File: config.mk
export PLATFORM = sky130hd
export DESIGN_NAME = sect_mmu
export DESIGN_NICKNAME = d
export VERILOG_FILES = /design/src/rtl/sxl_pkg.sv /design/src/rtl/sxl_desc_dec.sv /design/src/rtl/sxl_tlb.sv /design/src/rtl/sxl_walker.sv /design/src/rtl/sect_mmu.sv
export SDC_FILE = /design/constraint.sdc
export NUM_CORES = 1
export LEC_CHECK = 0
export ABC_AREA = 1
export CAP_MARGIN = 20
export CORE_UTILIZATION = 30
export DETAILED_ROUTE_END_ITERATION = 10
export SYNTH_ARGS = -nofsm -noshare
export SYNTH_HDL_FRONTEND = slang
export SYNTH_SLANG_ARGS = --single-unit
File: constraint.sdc
create_clock -name clk -period 4.3 [get_ports clk]
set_input_delay 0.86 -clock clk [delete_from_list [all_inputs] [get_ports clk]]
set_output_delay 0.86 -clock clk [all_outputs]
set_load 0.02 [all_outputs]
File: src/rtl/sxl_pkg.sv
// Package: shared widths, descriptor field positions and record types
// for the section-granular translation unit.
// Assumes a 32-bit virtual space cut into 1 MB sections.
package sxl_pkg;

    localparam int VA_W      = 32;
    localparam int SECT_LSB  = 20;                 // 1 MB section
    localparam int SUPER_LSB = 24;                 // 16 MB group
    localparam int TAG_W     = VA_W - SECT_LSB;    // section index width
    localparam int GRP_W     = SUPER_LSB - SECT_LSB;
    localparam int TBL_ALIGN = TAG_W + 2;          // table spans 2^14 bytes
    localparam int BASE_W    = VA_W - TBL_ALIGN;

    // Descriptor field positions
    localparam int D_BUF = 2;
    localparam int D_CAC = 3;
    localparam int D_SUP = 18;
    localparam logic [1:0] D_KIND_SECT = 2'b10;

    // One cached translation
    typedef struct packed {
        logic             vld;
        logic             sup;
        logic [TAG_W-1:0] tag;
        logic [TAG_W-1:0] pab;
        logic             cac;
        logic             buf_;
    } tlb_ent_t;

    // Decoded descriptor
    typedef struct packed {
        logic             fault;
        logic             sup;
        logic [TAG_W-1:0] pab;
        logic             cac;
        logic             buf_;
    } walk_res_t;

    // Form a physical address from a stored base and the virtual offset
    function automatic logic [VA_W-1:0] join_pa(input logic sup,
                                                input logic [TAG_W-1:0] pab,
                                                input logic [VA_W-1:0] va);
        if (sup)
            return {pab[TAG_W-1:GRP_W], va[SUPER_LSB-1:0]};
        else
            return {pab, va[SECT_LSB-1:0]};
    endfunction

    // Tag under which a translation is stored (low group bits cleared for 16 MB)
    function automatic logic [TAG_W-1:0] mk_tag(input logic sup,
                                               input logic [TAG_W-1:0] idx);
        if (sup)
            return {idx[TAG_W-1:GRP_W], {GRP_W{1'b0}}};
        else
            return idx;
    endfunction

endpackage

File: src/rtl/sxl_desc_dec.sv
// Descriptor decoder: turns one raw table word into a translation record.
// Assumes only the section kind is legal; every other kind is a fault.
// Purely combinational.
module sxl_desc_dec
    import sxl_pkg::*;
(
    input  logic [31:0] desc,
    output walk_res_t   res
);

    logic is_sect;
    logic unused_desc;

    assign is_sect     = (desc[1:0] == D_KIND_SECT);
    assign unused_desc = ^{desc[D_SUP-1:D_CAC+1], desc[SECT_LSB-1:D_SUP+1]};

    // Decode kind, base and attributes; a fault clears everything else
    always_comb begin
        res = '0;
        if (!is_sect) begin
            res.fault = 1'b1;
        end else begin
            res.sup  = desc[D_SUP];
            res.pab  = mk_tag(desc[D_SUP], desc[31:SECT_LSB]);
            res.cac  = desc[D_CAC];
            res.buf_ = desc[D_BUF];
        end
    end

endmodule

File: src/rtl/sxl_tlb.sv
// Fully associative translation buffer with round-robin replacement.
// Lookup is combinational on the section index. Install and flush take
// effect at the clock edge, and flush wins over a same-cycle install.
// Assumes no two valid entries cover the same megabyte; if they did, the
// lowest index would win.
module sxl_tlb
    import sxl_pkg::*;
#(
    parameter int DEPTH = 8
)(
    input  logic             clk,
    input  logic             rst_n,
    input  logic             flush,
    input  logic [TAG_W-1:0] lk_idx,
    output logic             hit,
    output tlb_ent_t         hit_ent,
    input  logic             ins_en,
    input  logic [TAG_W-1:0] ins_idx,
    input  walk_res_t        ins_res
);

    localparam int IDX_W = (DEPTH > 1) ? $clog2(DEPTH) : 1;
    localparam logic [IDX_W-1:0] LAST = IDX_W'(DEPTH - 1);

    tlb_ent_t         ent [DEPTH];
    logic [DEPTH-1:0] match;
    logic [IDX_W-1:0] victim;

    // Per-entry compare: 16 MB entries ignore the low group bits
    for (genvar g = 0; g < DEPTH; g++) begin : g_cmp
        assign match[g] = ent[g].vld &&
            (ent[g].sup ? (ent[g].tag[TAG_W-1:GRP_W] == lk_idx[TAG_W-1:GRP_W])
                        : (ent[g].tag == lk_idx));
    end

    // Select the matching entry, lowest index first
    always_comb begin
        hit     = 1'b0;
        hit_ent = '0;
        for (int i = DEPTH - 1; i >= 0; i--) begin
            if (match[i]) begin
                hit     = 1'b1;
                hit_ent = ent[i];
            end
        end
    end

    // Entry storage: flush clears all, install writes the victim slot
    for (genvar g = 0; g < DEPTH; g++) begin : g_ent
        always_ff @(posedge clk) begin
            if (!rst_n || flush) begin
                ent[g] <= '0;
            end else if (ins_en && (victim == IDX_W'(g))) begin
                ent[g].vld  <= 1'b1;
                ent[g].sup  <= ins_res.sup;
                ent[g].tag  <= mk_tag(ins_res.sup, ins_idx);
                ent[g].pab  <= ins_res.pab;
                ent[g].cac  <= ins_res.cac;
                ent[g].buf_ <= ins_res.buf_;
            end
        end
    end

    // Round-robin victim pointer, restarted by flush
    always_ff @(posedge clk) begin
        if (!rst_n || flush)
            victim <= '0;
        else if (ins_en)
            victim <= (victim == LAST) ? '0 : victim + 1'b1;
    end

endmodule

File: src/rtl/sxl_walker.sv
// Single-read table walker. On start it latches the virtual address and
// the descriptor address, raises a read, and holds it until ack. The ack
// cycle yields the decoded descriptor and a done pulse.
// Assumes xl_base does not change during a walk.
module sxl_walker
    import sxl_pkg::*;
(
    input  logic              clk,
    input  logic              rst_n,
    input  logic              start,
    input  logic [VA_W-1:0]   start_va,
    input  logic [BASE_W-1:0] base,
    output logic              busy,
    output logic              done,
    output logic [VA_W-1:0]   walk_va,
    output walk_res_t         res,
    output logic              mem_rd_valid,
    output logic [31:0]       mem_rd_addr,
    input  logic [31:0]       mem_rd_data,
    input  logic              mem_rd_ack
);

    typedef enum logic {W_IDLE, W_READ} wstate_t;
    wstate_t st;

    assign busy         = (st == W_READ);
    assign mem_rd_valid = busy;
    assign done         = busy && mem_rd_ack;

    // Walk state: leave idle on start, return on ack
    always_ff @(posedge clk) begin
        if (!rst_n)
            st <= W_IDLE;
        else if (st == W_IDLE && start)
            st <= W_READ;
        else if (done)
            st <= W_IDLE;
    end

    // Capture request address and descriptor address at start
    always_ff @(posedge clk) begin
        if (!rst_n) begin
            walk_va     <= '0;
            mem_rd_addr <= '0;
        end else if (st == W_IDLE && start) begin
            walk_va     <= start_va;
            mem_rd_addr <= {base, start_va[VA_W-1:SECT_LSB], 2'b00};
        end
    end

    sxl_desc_dec u_dec (
        .desc (mem_rd_data),
        .res  (res)
    );

endmodule

File: src/rtl/sect_mmu.sv
// Top of the section-granular translation unit. Accepts one request per
// cycle while idle. Flat and hit responses are registered at acceptance;
// misses go through the walker and answer the cycle after the read ack.
// Assumes the caller keeps xl_base stable while a walk is in progress.
module sect_mmu
    import sxl_pkg::*;
#(
    parameter int TLB_DEPTH = 8
)(
    input  logic              clk,
    input  logic              rst_n,
    input  logic              xl_en,
    input  logic [BASE_W-1:0] xl_base,
    input  logic              tlb_flush,
    input  logic              req_valid,
    input  logic [VA_W-1:0]   req_va,
    output logic              req_ready,
    output logic              rsp_valid,
    output logic [VA_W-1:0]   rsp_pa,
    output logic              rsp_cache,
    output logic              rsp_buf,
    output logic              rsp_fault,
    output logic              mem_rd_valid,
    output logic [31:0]       mem_rd_addr,
    input  logic [31:0]       mem_rd_data,
    input  logic              mem_rd_ack
);

    logic            accept, walk_busy, walk_done, tlb_hit, walk_start;
    tlb_ent_t        hit_ent;
    walk_res_t       walk_res;
    logic [VA_W-1:0] walk_va;

    assign req_ready  = !walk_busy;
    assign accept     = req_valid && req_ready;
    assign walk_start = accept && xl_en && !tlb_hit;

    sxl_tlb #(.DEPTH(TLB_DEPTH)) u_tlb (
        .clk     (clk),
        .rst_n   (rst_n),
        .flush   (tlb_flush),
        .lk_idx  (req_va[VA_W-1:SECT_LSB]),
        .hit     (tlb_hit),
        .hit_ent (hit_ent),
        .ins_en  (walk_done && !walk_res.fault),
        .ins_idx (walk_va[VA_W-1:SECT_LSB]),
        .ins_res (walk_res)
    );

    sxl_walker u_walk (
        .clk          (clk),
        .rst_n        (rst_n),
        .start        (walk_start),
        .start_va     (req_va),
        .base         (xl_base),
        .busy         (walk_busy),
        .done         (walk_done),
        .walk_va      (walk_va),
        .res          (walk_res),
        .mem_rd_valid (mem_rd_valid),
        .mem_rd_addr  (mem_rd_addr),
        .mem_rd_data  (mem_rd_data),
        .mem_rd_ack   (mem_rd_ack)
    );

    // Response register: flat, hit, or walk result, one pulse per request
    always_ff @(posedge clk) begin
        if (!rst_n) begin
            rsp_valid <= 1'b0;
            rsp_pa    <= '0;
            rsp_cache <= 1'b0;
            rsp_buf   <= 1'b0;
            rsp_fault <= 1'b0;
        end else if (accept && !xl_en) begin
            rsp_valid <= 1'b1;
            rsp_pa    <= req_va;
            rsp_cache <= 1'b0;
            rsp_buf   <= 1'b0;
            rsp_fault <= 1'b0;
        end else if (accept && tlb_hit) begin
            rsp_valid <= 1'b1;
            rsp_pa    <= join_pa(hit_ent.sup, hit_ent.pab, req_va);
            rsp_cache <= hit_ent.cac;
            rsp_buf   <= hit_ent.buf_;
            rsp_fault <= 1'b0;
        end else if (walk_done) begin
            rsp_valid <= 1'b1;
            rsp_pa    <= walk_res.fault ? '0 : join_pa(walk_res.sup, walk_res.pab, walk_va);
            rsp_cache <= walk_res.cac;
            rsp_buf   <= walk_res.buf_;
            rsp_fault <= walk_res.fault;
        end else begin
            rsp_valid <= 1'b0;
        end
    end

endmodule

### Word level (Yosys, flattened, before mapping)

Memory sizes are Yosys's and may differ from the RTL's.
Index checks and enable logic that the tools add are counted.

* add/sub/neg operators: 1
* multiply operators: 0
* divide/modulo/power cells: 0
* magnitude comparators: 0
* eq/ne operators: 24
* shift operators: 0
* muxes and demuxes: 134
* bitwise gates (word level): 50
* reductions and logical operators: 35

Operators by type and width (number)
* 12-bit two-way mux: 32
* 27-bit two-way mux: 8
* 32-bit two-way mux: 4
* 12-bit == test: 8
* 1-bit two-way mux: 84
* 8-bit == test: 8
* 24-bit two-way mux: 2
* 1-bit OR: 48
* 1-bit logical AND: 24
* 15-bit two-way mux: 1
* 3-bit == test, second input constant: 4
* 4-bit two-way mux: 2
* 3-bit by 2-bit == test with 1-bit output, second input constant: 2
* 1-bit logical NOT: 4
* 2-bit nonzero test: 2
* 3-bit by 1-bit adder with 3-bit output, second input constant: 1
* 3-bit by 1-bit == test with 1-bit output, second input constant: 1
* 3-bit logical NOT: 1
* 3-bit two-way mux: 1
* 3-bit nonzero test: 1
* 3-bit OR reduction: 1
* 2-bit == test, second input constant: 1
* 1-bit NOT: 2
* 2-bit OR reduction: 1
* 1-bit logical OR: 1

* bits in registers: 102
* bits in latches: 0
* memory bits (writable): 224
* ROM bits: 0
* input bits: 88
* output and inout bits: 70
* logic and storage cells: 254
* memories: 1

Memory list
* u_tlb.ent: depth 8, width 28, rd ports 8, clocked after Yosys merged registers in 0, wr ports 8, line sxl_tlb.sv:25 `tlb_ent_t ent [DEPTH];`

### Longest topological paths before layout

An unclocked memory read counts as a cell.

* depth in word-level cells: 16
* gate-level depth with buffers: 24
* depth with buffers taken out: 22

### Modules after synthesis

Synthesis repeated with hierarchy kept, for this count alone.

* cells, all modules: 2108
* area total of the unflattened synthesis: 16578.4 µm²

By module, submodules not included
* sxl_tlb: times used 1, cells each 1413, area each 12159.2 µm², seq. area each 6776.5 µm²
* sxl_walker: times used 1, cells each 346, area each 2287.2 µm², seq. area each 1021.0 µm²
* sect_mmu: times used 1, cells each 316, area each 1965.6 µm², seq. area each 720.7 µm²
* sxl_desc_dec: times used 1, cells each 33, area each 166.4 µm², seq. area each 0.0 µm²

### Least setup slack after synthesis

OpenSTA, ideal clock, no wires.

* path type: input -> register
* from: input mem_rd_data[1]
* to: memory u_tlb.ent[1][100] in the netlist's numbering (enable)
* setup time: 0.454 ns
* arrival time: 3.450 ns
* required time: 3.846 ns
* setup slack: 0.396 ns
* stages: 6
* path buffers: 0
* cell sequence: inv_1 -> nor2_1 -> inv_1 -> nor2_1 -> inv_1 -> o21ai_0

RTL lines
* start: declaration: line sect_mmu.sv:25 `input logic [31:0] mem_rd_data,`
* end: declaration: line sxl_tlb.sv:25

### Worst setup path in the final report

* from: input req_va[26]
* to: register rsp_pa[20]

* word-level cells in the longest chain between the ends: 14
* elaborated cells on any way between the ends: 53
* classes of those cells: 16 x eq/ne; 27 x mux; 10 x reduce/logical

Ends and longest elaborated chain
* start: declaration: line sect_mmu.sv:16 `input logic [VA_W-1:0] req_va,`
* 12-bit == test / 8-bit == test (equally long branches): line sxl_tlb.sv:33, sxl_tlb.sv:32
* 1-bit two-way mux: line sxl_tlb.sv:32 `(ent[g].sup ? (ent[g].tag[TAG_W-1:GRP_W] == lk_idx[TAG_W-1:GRP_W])`
* 1-bit logical AND: line sxl_tlb.sv:31 `assign match[g] = ent[g].vld &&`
* 27-bit two-way mux / 1-bit two-way mux (equally long branches) (8 in a row): line sxl_tlb.sv:41 `if (match[i]) begin`
* 24-bit two-way mux / 1-bit logical AND (equally long branches): line sxl_pkg.sv:43, sect_mmu.sv:80
* 32-bit two-way mux: line sect_mmu.sv:80 `end else if (accept && tlb_hit) begin`
* 32-bit two-way mux: line sect_mmu.sv:74 `end else if (accept && !xl_en) begin`
* end signal: assignment: line sect_mmu.sv:76 `rsp_pa <= req_va;`
* end signal: assignment: line sect_mmu.sv:82 `rsp_pa <= join_pa(hit_ent.sup, hit_ent.pab, req_va);`
* end signal: assignment: line sect_mmu.sv:88 `rsp_pa <= walk_res.fault ? '0 : join_pa(walk_res.sup, walk_res.pab, walk_va);`
* end: declaration: line sect_mmu.sv:19 `output logic [VA_W-1:0] rsp_pa,`

Parallel ways exist; a longest one is shown, timed or not.
A chain may end at the register's enable or synchronous reset.

==> metrics.md <==
| Metric | Value |
|---|---|
| Syn avg cell area | `8.55 µm²` |
| Yosys top cell by area | `edfxtp_1` |
| Initial Util | `0.306` |
| Die X | `~230 µm` |
| 1st-pass router iterations | `5` |
| FF-to-FF path depth | `15` |
| Clk buf depth | `3` |
| Maximum VDD drop | `302 µV` |
| Final Setup Violations | `0` |
| Number of enable flip-flop cells after synthesis | `about 220` |
| CTS root buffer | `clkbuf_16` |
| Fin nets | `2027` |
| Max-slew violations | `0` |
| Arrival time at the worst endpoint | `3.96 ns` |
| Total track usage | `0.157` |
| Synth Cell Area | `15400 µm²` |
| Asr flop ratio synth | `0` |
| Crit-path cells | `clkdlybuf4s50_1 > inv_2 > nand2_1 > nand2_1 > nor2_1 > nand2_1 > nor2_2 > nand3_2 > nand2_1 > nor2_1 > nand2_2 > nand2_4 > nand3_4 > nand2_2 > a21oi_1 > nand2_1 > nand2_1` |
| FF-to-FF End | `rsp_pa[20]` |
| Hold path startpoint | `u_walk.mem_rd_addr[26]` |
| Final worst slack | `0.860 ns` |
| Ys flop type | `edfxtp_1` |
| Top-area cell type share of the netlist area | `0.435` |
| Detailed Route WL | `about 42 mm` |
| H-tree depth | `1` |
| Clock Pin Slew Worst Setup and Hold Paths | `about 0.07 ns` |
| Dpl ws | `about 0.31 ns` |
| Vias in the first global route | `between 10000 and 15000` |
| Leak Pwr | `approximately 7.5 nW` |
| Hold_buf cts | `0` |
| CP dominant cell by count | `nand2_1` |
| WHS Path Cells | `2` |
| ANT cells | `0` |
| Postcts setup bufs | `0` |
| Via count | `around 12000` |
| Synth cell types | `53` |
| CTS tree | `yes` |
| Post-layout minimum cycle time | `roughly 3.4 ns` |
| Final clock skew | `0.0159 ns` |
| Core footprint | `50400 µm²` |
| PortBufs | `between 100 and 150` |
| Bufs and invs on worst path | `2` |
| Outcome | `finished, final reports clean` |
| CTS sink cnt | `between 300 and 400` |
| Sequential area share after synthesis | `0.553` |
| Final-report hold violation count | `0` |
| Grt ovf | `0` |
| Max Clk Rate | `291 MHz` |
| CP Launch Type | `primary input` |
| Initial drt markers | `870` |
| Antenna viol nets, final | `0` |
| Largest net degree at the start of global routing | `roughly 100` |
| Die Footprint | `52300 µm²` |
| Hold Path Sink | `u_walk.mem_rd_addr[26]` |
| Filler instances | `a little over 5000` |
| Fraction of layout cells with a size suffix above 1 | `0.0843` |
| RSZ-0062 raised after global routing | `no` |
| Global-route wire length before repair | `around 65 mm` |
| Reg-to-Reg Start | `u_tlb.ent[0][99]` |
| Placed insts | `2572` |
| Number of max-cap violations | `0` |
| Via/cell ratio | `4.65` |
| Routability cong. | `between 0.9 and 1` |
| Highest fanout seen on the critical path | `15` |
| TNS Setup | `0 ns` |
| Total power | `around 7 mW` |
| Slowest CP cell | `clkdlybuf4s50_1` |
| Die Y | `229 µm` |
| Fin crit share | `0.800` |
| Top cells by count, synth | `nand2_1 (396), nor2_1 (325), edfxtp_1 (223)` |
| Core Rows | `82` |
| Largest delay share family, worst path | `simple AND/OR/NAND/NOR gates` |
| Max transition margin | `0.468` |
| Post-Layout Cell Count | `around 2600` |
| Num CTS Buffers | `31` |
| Resize count post-CTS | `0` |
| Routed len/inst | `15.9 µm` |
| Slew @ Worst Pin | `0.793 ns` |
| Num ports | `158` |
| Reg-to-reg slack, setup | `approximately 1.8 ns` |
| Synth-to-layout area growth | `20.5%` |
| Post-Synthesis Cells | `approximately 1800` |
| Detailed Place HPWL | `29.7 mm` |
| Worst-Skew Late Latency | `0.57 ns` |
| Synth warn | `0` |
| Yosys reg bits | `approximately 310` |
| Synth top area cells | `edfxtp_1 (43%), dfxtp_1 (12%), nand2_1 (9.7%)` |
| Crit end category | `flop` |
| Delay of the slowest cell on the worst path | `between 0.9 and 1 ns` |
| Min-Delay Path Class | `flop to flop` |
| Most frequent cell after synthesis | `nand2_1` |
| Pwr dens | `376 nW/µm²` |
| Crit Path Class | `primary input to flop` |
| Initial antenna violation count | `1` |
| Critical Path RT | `roughly 4.8 ns` |
| DR DRC count | `0` |
[state kept, by name, summed over array words and instances, names as in the netlist]
register and count:
u_tlb.victim 3, rsp_buf 1, rsp_cache 1, u_tlb.ent 224, u_walk.busy 1, rsp_pa 32
rsp_valid 1, rsp_fault 1, u_walk.walk_va 31, u_walk.mem_rd_addr 19
[how the worst max path moves through the flow]
stage,cells after the start,start,to
final,17,req_va[26],rsp_pa[20]
after global routing,15,req_va[20],rsp_pa[22]
after CTS,16,req_va[26],rsp_pa[2]
after detailed placement,16,req_va[26],rsp_pa[2]
after global placement,17,req_va[26],rsp_pa[20]
after floorplan,6,mem_rd_data[1],u_tlb.ent[1][100]
[report_power, final]
| group | leakage, nW | switching [mW] | internal (mW) |
|---|---|---|---|
| Combinational | 3.74 | 0.447 | 0.267 |
| Clock | 0.512 | 1.17 | 1.67 |
| Sequential | 3.23 | 0.0629 | 3.37 |
[cells in the final DEF, fill, tap and decap left out, types with 6 or more instances in the layout]
master           synthesis  final
clkinv_1                16     20
nand2_1                396    396
o211ai_1                18     18
a22oi_1                  9      9
clkinv_2                 1      7
nand2_2                  9      9
dfxtp_1                 91     91
or2_2                    9      9
nor2_2                  13     13
inv_1                  193    193
clkbuf_16                0     31
nor3_1                  20     20
xnor2_1                 20     20
clkdlybuf4s50_1          0    139
nand4_1                 18     18
a21oi_1                 90     90
xor2_1                  26     26
nand3b_1                 7      7
ha_1                     6      6
inv_2                   11     11
or2_1                    6      6
nor2_1                 325    325
nand3_1                 51     51
o21ai_0                104    102
buf_4                   22     46
o21ai_1                 12     12
edfxtp_1               223    223
nor3_2                   6      6
[stage by stage]
stage | hold WS (ns) | instance area (µm²) | util
2_1_floorplan | 0.424 | 15400 | -
3_3_place_gp | 0.432 | 17500 | 0.347
3_5_place_dp | 0.439 | 17500 | 0.347
4_1_cts | 0.446 | 18600 | 0.369
5_1_grt | 0.471 | 18600 | 0.369
6_report | 0.446 | 18600 | 0.369
[metal layers]
metal	up-vias	wire length [µm]	part of all wire	global-route usage
li1	6058	-	-	-
met1	5677	17800	0.43	0.195
met2	399	19300	0.46	0.263
met3	87	3230	0.077	0.0336
met4	2	1460	0.035	0.0654
met5	-	12	0.00029	0
[cells by family after synthesis]
group                    share of synthesized area
XOR/XNOR                                    0.0262
flip-flops                                   0.553
other                                     0.000243
AND/OR/NAND/NOR                              0.243
buffers and inverters                       0.0876
AO/OA/AOI/OAI                               0.0851
adder cells (fa/ha/maj)                    0.00487
[cell type report]
type,instances,area (µm²),share of cell area
well taps,672,841,0.0453
repair buffers,187,1760,0.0949
clock inverters,22,241,0.0130
inverters,221,831,0.0448
flip-flops and latches,314,8520,0.459
multi-input cells,1178,5550,0.299
clock buffers,36,825,0.0444
[tightest hold or removal path, cell delays in order (launching register included)]
cell and delay (ns):
dfxtp_1 0.31, inv_1 0.05, a21oi_1 0.05
No activity file was read; power rests on OpenSTA's default activity.
